### src/rtl/wbcap_pkg.sv
package wbcap_pkg;
    localparam int REG_W       = 32;
    localparam int OFF_BASE    = 'h00;
    localparam int OFF_PITCH   = 'h04;
    localparam int OFF_DIM     = 'h08;
    localparam int OFF_CTRL    = 'h0C;
    localparam int OFF_PROG    = 'h10;
    localparam int BIT_GO      = 0;
    localparam int BIT_BUSY    = 1;
    localparam int BIT_IE      = 2;
    localparam int BIT_ABORT   = 14;
    localparam logic [7:0] PILOT_ID = 8'h54;
    localparam logic [1:0] VERSION_ID = 2'b01;

    typedef enum logic [1:0] {
        SEQ_IDLE = 2'd0,
        SEQ_WAIT = 2'd1,
        SEQ_REQ  = 2'd2
    } seq_state_e;
endpackage

### src/rtl/wbcap_regs.sv
module wbcap_regs
    import wbcap_pkg::*;
#(
    parameter int ADDR_W = 5,
    parameter int AW     = 32,
    parameter int DIM_W  = 16
) (
    input  logic              clk,
    input  logic              rst_n,
    input  logic              we,
    input  logic [ADDR_W-1:0] addr,
    input  logic [REG_W-1:0]  wdata,
    output logic [AW-1:0]     base,
    output logic [AW-1:0]     pitch,
    output logic [DIM_W-1:0]  height,
    output logic [DIM_W-1:0]  width,
    output logic              ie,
    output logic              go,
    output logic              abort
);
    typedef struct packed {
        logic [AW-1:0]    base;
        logic [AW-1:0]    pitch;
        logic [DIM_W-1:0] height;
        logic [DIM_W-1:0] width;
        logic             ie;
    } cfg_t;

    cfg_t cfg_d, cfg_q;
    logic sel_ctrl;

    assign sel_ctrl = we && (addr == ADDR_W'(OFF_CTRL));

    always_comb begin
        cfg_d = cfg_q;
        if (we) begin
            if (addr == ADDR_W'(OFF_BASE))
                cfg_d.base = {wdata[AW-1:2], 2'b00};
            if (addr == ADDR_W'(OFF_PITCH))
                cfg_d.pitch = {wdata[AW-1:4], 4'b0000};
            if (addr == ADDR_W'(OFF_DIM)) begin
                cfg_d.height = wdata[16 +: DIM_W];
                cfg_d.width  = wdata[0 +: DIM_W];
            end
        end
        if (sel_ctrl)
            cfg_d.ie = wdata[BIT_IE];
    end

    always_ff @(posedge clk or negedge rst_n) begin
        if (!rst_n) cfg_q <= '0;
        else        cfg_q <= cfg_d;
    end

    assign base   = cfg_q.base;
    assign pitch  = cfg_q.pitch;
    assign height = cfg_q.height;
    assign width  = cfg_q.width;
    assign ie     = cfg_q.ie;
    assign go     = sel_ctrl && wdata[BIT_GO];
    assign abort  = sel_ctrl && wdata[BIT_ABORT];
endmodule

### src/rtl/wbcap_seq.sv
module wbcap_seq
    import wbcap_pkg::*;
#(
    parameter int AW            = 32,
    parameter int DIM_W         = 16,
    parameter bit DIM_MINUS_ONE = 1'b0
) (
    input  logic             clk,
    input  logic             rst_n,
    input  logic             go,
    input  logic             abort,
    input  logic [AW-1:0]    base,
    input  logic [AW-1:0]    pitch,
    input  logic [DIM_W-1:0] height,
    input  logic             line_done,
    input  logic             mem_ack,
    output logic             busy,
    output logic             mem_req,
    output logic [AW-1:0]    mem_addr,
    output logic [DIM_W:0]   progress,
    output logic             done
);
    localparam int CNT_W = DIM_W + 1;

    typedef struct packed {
        seq_state_e       state;
        logic [AW-1:0]    addr;
        logic [AW-1:0]    pitch;
        logic [CNT_W-1:0] total;
        logic [CNT_W-1:0] count;
        logic             done;
    } seq_t;

    seq_t s_d, s_q;
    logic [CNT_W-1:0] lines_req;
    logic [CNT_W-1:0] count_inc;

    generate
        if (DIM_MINUS_ONE) begin : g_minus_one
            assign lines_req = {1'b0, height} + CNT_W'(1);
        end else begin : g_true_count
            assign lines_req = {1'b0, height};
        end
    endgenerate

    assign count_inc = s_q.count + CNT_W'(1);

    always_comb begin
        s_d = s_q;
        case (s_q.state)
            SEQ_IDLE: begin
                if (go) begin
                    s_d.count = '0;
                    s_d.addr  = base;
                    s_d.pitch = pitch;
                    s_d.total = lines_req;
                    if (lines_req == '0) begin
                        s_d.done = 1'b1;
                    end else begin
                        s_d.done  = 1'b0;
                        s_d.state = SEQ_WAIT;
                    end
                end
            end
            SEQ_WAIT: begin
                if (line_done)
                    s_d.state = SEQ_REQ;
            end
            SEQ_REQ: begin
                if (mem_ack) begin
                    s_d.count = count_inc;
                    s_d.addr  = s_q.addr + s_q.pitch;
                    if (count_inc == s_q.total) begin
                        s_d.state = SEQ_IDLE;
                        s_d.done  = 1'b1;
                    end else begin
                        s_d.state = SEQ_WAIT;
                    end
                end
            end
            default: s_d.state = SEQ_IDLE;
        endcase
        if (abort && (s_q.state != SEQ_IDLE)) begin
            s_d.state = SEQ_IDLE;
            s_d.count = s_q.count;
            s_d.done  = 1'b1;
        end
    end

    always_ff @(posedge clk or negedge rst_n) begin
        if (!rst_n) s_q <= '{state: SEQ_IDLE, default: '0};
        else        s_q <= s_d;
    end

    assign busy     = (s_q.state != SEQ_IDLE);
    assign mem_req  = (s_q.state == SEQ_REQ);
    assign mem_addr = s_q.addr;
    assign progress = s_q.count;
    assign done     = s_q.done;
endmodule

### src/rtl/wbcap_ctrl.sv
module wbcap_ctrl
    import wbcap_pkg::*;
#(
    parameter int ADDR_W        = 5,
    parameter int AW            = 32,
    parameter int DIM_W         = 16,
    parameter bit DIM_MINUS_ONE = 1'b0
) (
    input  logic              clk,
    input  logic              rst_n,
    input  logic              reg_we,
    input  logic [ADDR_W-1:0] reg_addr,
    input  logic [31:0]       reg_wdata,
    output logic [31:0]       reg_rdata,
    input  logic              line_done,
    output logic              mem_req,
    output logic [AW-1:0]     mem_addr,
    input  logic              mem_ack,
    output logic              irq
);
    logic [AW-1:0]    base_w, pitch_w;
    logic [DIM_W-1:0] height_w, width_w;
    logic             ie_w, go_w, abort_w;
    logic             busy_w, done_w;
    logic [DIM_W:0]   prog_w;

    wbcap_regs #(.ADDR_W(ADDR_W), .AW(AW), .DIM_W(DIM_W)) u_regs (
        .clk    (clk),
        .rst_n  (rst_n),
        .we     (reg_we),
        .addr   (reg_addr),
        .wdata  (reg_wdata),
        .base   (base_w),
        .pitch  (pitch_w),
        .height (height_w),
        .width  (width_w),
        .ie     (ie_w),
        .go     (go_w),
        .abort  (abort_w)
    );

    wbcap_seq #(.AW(AW), .DIM_W(DIM_W), .DIM_MINUS_ONE(DIM_MINUS_ONE)) u_seq (
        .clk       (clk),
        .rst_n     (rst_n),
        .go        (go_w),
        .abort     (abort_w),
        .base      (base_w),
        .pitch     (pitch_w),
        .height    (height_w),
        .line_done (line_done),
        .mem_ack   (mem_ack),
        .busy      (busy_w),
        .mem_req   (mem_req),
        .mem_addr  (mem_addr),
        .progress  (prog_w),
        .done      (done_w)
    );

    always_comb begin
        reg_rdata = '0;
        case (reg_addr)
            ADDR_W'(OFF_BASE):  reg_rdata = 32'(base_w);
            ADDR_W'(OFF_PITCH): reg_rdata = 32'(pitch_w);
            ADDR_W'(OFF_DIM):   reg_rdata = {16'(height_w), 16'(width_w)};
            ADDR_W'(OFF_CTRL): begin
                reg_rdata[31:24]    = PILOT_ID;
                reg_rdata[23:22]    = VERSION_ID;
                reg_rdata[BIT_IE]   = ie_w;
                reg_rdata[BIT_BUSY] = busy_w;
            end
            ADDR_W'(OFF_PROG):  reg_rdata = 32'(prog_w);
            default:            reg_rdata = '0;
        endcase
    end

    assign irq = ie_w && done_w;
endmodule

### config.mk
export PLATFORM = sky130hd
export DESIGN_NAME = wbcap_ctrl
export DESIGN_NICKNAME = d
export VERILOG_FILES = /design/src/rtl/wbcap_pkg.sv /design/src/rtl/wbcap_regs.sv /design/src/rtl/wbcap_seq.sv /design/src/rtl/wbcap_ctrl.sv
export SDC_FILE = /design/constraint.sdc
export NUM_CORES = 1
export LEC_CHECK = 0
export BUFFER_PORTS_ARGS = -buffer_cell sky130_fd_sc_hd__buf_2
export CAP_MARGIN = 10
export CORE_MARGIN = 8
export CORE_UTILIZATION = 30
export DETAILED_ROUTE_END_ITERATION = 8
export PLACE_DENSITY = 0.5
export SLEW_MARGIN = 10
export SYNTH_ARGS = -nofsm -noshare
export SYNTH_HDL_FRONTEND = slang
export SYNTH_SLANG_ARGS = --single-unit
### constraint.sdc
create_clock -name clk -period 2.3 [get_ports clk]
set_input_delay 0.345 -clock clk [delete_from_list [all_inputs] [get_ports clk]]
set_output_delay 0.345 -clock clk [all_outputs]
set_load 0.05 [all_outputs]
## Word-level counts from Yosys, hierarchy flattened

Cells that the tools add are included.

- Bits in registers: 187
- Input port bits: 42
- Output and inout port bits: 66
- Word-level logic and storage cells: 64

- Add/subtract/negate cells: 2
- Equal/unequal tests: 14
- Muxes and demuxes: 17
- Bitwise gates (word level): 1
- Reductions and logical operators: 19

Operator list:

| cell | count |
|---|---|
| $mux 101 | 1 |
| $pmux 19 s4 | 1 |
| $pmux 32 s2 | 1 |
| $pmux 10 s4 | 1 |
| $pmux 18 s2 | 1 |
| $mux 34 | 1 |
| $add 32x32->32 | 1 |
| $mux 18 | 1 |
| $add 17x1->17 const B | 1 |
| $eq 17x16->1 | 1 |
| $logic_not 17->1 | 1 |
| $reduce_and 4->1 | 3 |
| $eq 5x4->1 const B | 2 |
| $pmux 2 s4 | 1 |
| $reduce_and 2->1 | 4 |
| $mux 2 | 3 |
| $ne 3x1->1 const B | 2 |
| $ne 3x2->1 const B | 2 |
| $pmux 2 s3 | 1 |
| $eq 5x3->1 const B | 1 |
| $eq 5x5->1 const B | 1 |
| $logic_and 1x1->1 | 5 |
| $logic_not 5->1 | 1 |
| $mux 1 | 4 |
| 11 further kinds | 12 |

## Depth between registers and ports, before layout

- Depth after elaboration: 6
- Gate-level depth with buffers: 10
- Depth with buffers taken out: 10

## Modules after synthesis

Synthesis repeated with hierarchy kept, for this count alone.

- Cells, all modules: 1,079
- Area, all modules: 11,305.8 um2

By module, submodules not included:

| module | instances | cells an instance | area each (um2) | sequential area each (um2) |
|---|---|---|---|---|
| wbcap_seq | 1 | 738 | 6,736.5 | 2,502.4 |
| wbcap_regs | 1 | 206 | 3,607.2 | 2,277.2 |
| wbcap_ctrl | 1 | 135 | 962.2 | 0.0 |

## Least setup slack after synthesis

OpenSTA, ideal clock, no wires.

- Path type: reg2reg
- Start point: reg u_seq.s_q, in the netlist u_seq.mem_addr[8]
- End point: reg u_seq.s_q, in the netlist u_seq.mem_addr[31]
- Library setup time: 0.116 ns
- Data arrival time: 2.416 ns
- Required time: 2.184 ns
- Path slack: -0.231 ns
- Stages on the path, launching flop included: 10
- Path buffers: 0
- Period minus slack after synthesis: 2.531 ns
- Cells stage by stage: dfrtp_1 -> ha_1 -> and2_1 -> a221oi_2 -> a21oi_1 -> or2_1 -> a41o_1 -> a31o_2 -> a2111o_1 -> o311ai_0

- Cells in the longest elaborated chain, start to end: 3

Ends and longest elaborated chain:

| item | RTL line | text |
|---|---|---|
| start, declared | wbcap_seq.sv:34 | `seq_t s_d, s_q;` |
| start signal, assigned | wbcap_seq.sv:91 | `if (!rst_n) s_q <= '{state: SEQ_IDLE, default: '0};` |
| start signal, assigned | wbcap_seq.sv:92 | `else s_q <= s_d;` |
| $add 32x32->32 | wbcap_seq.sv:72 | `s_d.addr = s_q.addr + s_q.pitch;` |
| $mux 34 | wbcap_seq.sv:70 | `if (mem_ack) begin` |
| $pmux 32 s2 | wbcap_seq.sv:50 | `case (s_q.state)` |

Every way passes these cells. The select of a mux whose other input is x is not followed.
A chain may end at the register's enable or synchronous reset.

## Worst setup path after layout

- Start point: reg u_seq.s_q, in the netlist u_seq.mem_addr[9]
- End point: reg u_seq.s_q, in the netlist u_seq.mem_addr[31]

Same word-level chain as after synthesis.

==> impl_metrics.csv <==
group,metric,value,unit
grt,grt_max_degree,55,
timing,min_period_over_period,108.5,%
min_path,min_from,"reg_wdata[1]",
timing,period_needed,2.494,ns
synth,yosysUniqueCellTypes,74,
routing,met1Wirelength,16260,um
setup_path,crit_path_end_kind,"register",
synth,yosysTopAreaCellShare,44.47,%
synth,ys_seq_area_share,44.47,%
synth,synth_area_leader_cell,"dfrtp_1",
timing,hold_viol_final,0,
routing,viasPerCell,5.133,
place,placed_area,0.01238,sq mm
timing,final-max-slew-violation-count,0,
routing,wl_per_cell,20.23,um
synth,syn_inst,1021,
synth,synth_seq_cells,185,
synth,yosysWarnings,0,
clock_tree,numCtsBuffers,17,
synth,synth.most_common_cell,"dfrtp_1",
die,die_x,202.3,um
grt,grt_remaining_overflow,0,
setup_path,critical_path_class,"register to register",
die,io_pins,108,
synth,syn_area_per_cell,10.20,sq um
die,initial_core_util,30.29,%
setup_path,r2r_start,"u_seq.mem_addr[9]$_DFFE_PN0P_",
timing,rsz0062_at_grt,"true",
grt,grt_pass1_vias,8900,
synth,synth-edff-count,0,
die,core_area,0.03437,sq mm
grt,grt_use_total,16.51,%
setup_path,arrival,2.83,ns
synth,syn-cell-area,0.01041,sq mm
power_and_ir_drop,power_density,835.2,mW/mm^2
timing,tightest_slew,0.5907,ns
routing,drtPass1Iterations,6,
place,pre_cts_ws,-0.3409,ns
routing,wl_met3,1161,um
power_and_ir_drop,peakVddDrop,0.5156,mV
run_status,failed_checks,"negative setup slack",
routing,drc,0,
cells_and_area,multi_input_area,0.005831,sq mm
place,hpwlAfterDp,26230,um
flow_run,maxCapViolations,0,
clock_tree,cts_tree,"yes",
clock_tree,h-tree-depth,4,
cells_and_area,design_area,0.01353,sq mm
synth,async_flop_share,100.0,%
setup_path,worstSetupStartpoint,"u_seq.mem_addr[9]$_DFFE_PN0P_",
power_and_ir_drop,p_leak,6.477,nW
timing,skew,0.01312,ns
setup_path,critPathLaunchType,"register",
cells_and_area,antennaDiodeCount,0,
routing,top_layer,"met4",
run_status,outcome,"complete, but fails checks",
die,die-area,0.04092,sq mm
die,die_h,202.3,um
grt,grt_pass1_wl,53070,um
routing,drt-total-wl,34150,um
cells_and_area,area_delta_synth_final,29.91,%
timing,setup_viol,15,
clock_tree,cts_buffer_depth,2,
cells_and_area,fillerInstances,3430,
min_path,hp-class,"input pin to register",
die,rows,68,
cells_and_area,drive_gt1_share,44.36,%
synth,synth_area_leaders,"dfrtp_1 44%, mux2_2 15%, ha_1 3.4%",
cells_and_area,register_area,0.004632,sq mm
routing,drtIter0Drc,500,
clock_tree,cts_sinks,185,
setup_path,critical_path_required,2.64,ns
grt,grt_antenna_before_repair,1,
timing,maxSlewHeadroom,60.62,%
cells_and_area,nets,1293,
routing,drtAntennaViolNets,0,
setup_path,crit_fanout,3,
synth,synth_flop_cell,"dfrtp_1",
synth,synth.top_cells.by_count,"185 x dfrtp_1, 143 x mux2_2, 92 x nand2_1",
routing,dr_wl_met2,15940,um
clock_tree,path_clk_slew,0.07,ns
clock_tree,insertion_delay,0.44,ns
place,port_buffers,105,
place,place.gp.congestion,0.8928,
timing,max_freq,0.4009,GHz
routing,via_count,8665,
timing,setup_ws,-0.1944,ns
clock_tree,cts_root_buffer,"clkbuf_16",
==> cells by family (layout without fill, tap and decap cells) <==
logic type      count (synthesis)  count (layout)  share of synthesized area, %
other cells                     1               2                       0.03602
fa+ha+maj                      30              30                         3.653
flops                         185             185                         44.47
simple gates                  296             296                         13.35
buf+inv                        96             307                         4.687
compound gates                217             217                         13.70
xor+xnor                       38              38                         3.197
mux                           158             158                         16.91
==> power breakdown <==
| group | internal, mW | switching [mW] |
|---|---|---|
| sequential | 3.84 | 0.593 |
| clock | 1.70 | 1.27 |
| combinational | 1.62 | 2.27 |
| total | 7.16 | 4.13 |
==> metrics by stage <==
step	cells	utilization [%]	power (mW)	hold slack, ns	setup TNS, ns
after detailed placement	1640	36.01	8.163	0.2587	-3.716
after global routing	1688	39.35	11.91	0.1285	-3.001
after CTS	1675	38.65	11.31	0.1199	-1.065
after floorplan	1022	-	6.843	0.04941	-0.09425
after global placement	1640	36.01	8.120	0.2575	-3.181
final	1688	39.35	11.30	0.1369	-1.412
==> worst max-delay path, stage by stage, from the launching register on <==
cell,delay [ns]
dfrtp_1,0.38
ha_1,0.33
nor3_2,0.22
or3_4,0.20
o2bb2ai_4,0.09
or2_4,0.29
a41o_1,0.18
a31o_2,0.25
a2111o_1,0.38
o311ai_2,0.08
==> flip-flops by register name (all words and copies together), names as in the netlist <==
register and flops:
u_regs.base 30, u_regs.height 16, u_seq.mem_addr 30, u_regs.width 16
u_seq.s_q 46, u_seq.done 1, u_regs.pitch 28, u_seq.progress 17
u_regs.ie 1
==> cells in the final DEF (no fill, tap or decap), types with 9 or more instances in the layout <==
master / instances
a21o_1: 11
a21oi_1: 44
a21oi_2: 11
a222oi_1: 14
and3_1: 14
buf_12: 9
buf_2: 103
buf_4: 147
clkbuf_16: 17
dfrtp_1: 183
ha_1: 15
ha_4: 10
inv_1: 10
mux2_2: 142
mux2i_1: 15
nand2_1: 76
nand2_2: 16
nand3_1: 23
nand4_1: 10
nor2_1: 78
nor2_2: 12
nor3_1: 12
o21ai_0: 46
o21ai_1: 11
xnor2_1: 20
xor2_1: 17
==> layout make-up <==
class / instances / area share [%]
Timing Repair Buffer: 265 / 13.81
Multi-Input combinational cell: 741 / 43.11
Sequential cell: 185 / 34.25
Clock buffer: 23 / 3.608
Inverter: 12 / 0.3330
Clock inverter: 7 / 0.6845
Tap cell: 455 / 4.209
==> worst paths after layout <==
check | end | slack [ns] | cells after the start
min in group asynchronous | u_seq.mem_addr[19]$_DFFE_PN0P_ | 0.36 | 2
max reg2reg | u_seq.mem_addr[31]$_DFFE_PN0P_ | -0.19 | 9
max in group asynchronous | u_seq.progress[5]$_DFFE_PN0P_ | 1.20 | 3
min | u_regs.width[1]$_DFFE_PN0P_ | 0.14 | 2
max | u_seq.mem_addr[31]$_DFFE_PN0P_ | -0.19 | 9
min reg2reg | u_regs.width[7]$_DFFE_PN0P_ | 0.50 | 1
==> layer usage <==
layer  track usage, %  vias to the layer above
met1            22.97                     4352
met2            26.20                      177
met5                0                        -
met4            5.154                        0
met3            2.289                       44
li1                 -                     4092
==> repair_timing <==
| item | 4_1_cts | 5_1_grt |
|---|---|---|
| endpoints found under the hold margin | 23 | 0 |
| pin swaps | 28 | 44 |
| buffers inserted | 4 | 14 |
| endpoints found under the setup margin | 30 | 25 |
| hold buffers | 1 | 0 |
| gates resized for setup | 56 | 40 |
(Power assumes the default switching activity.)
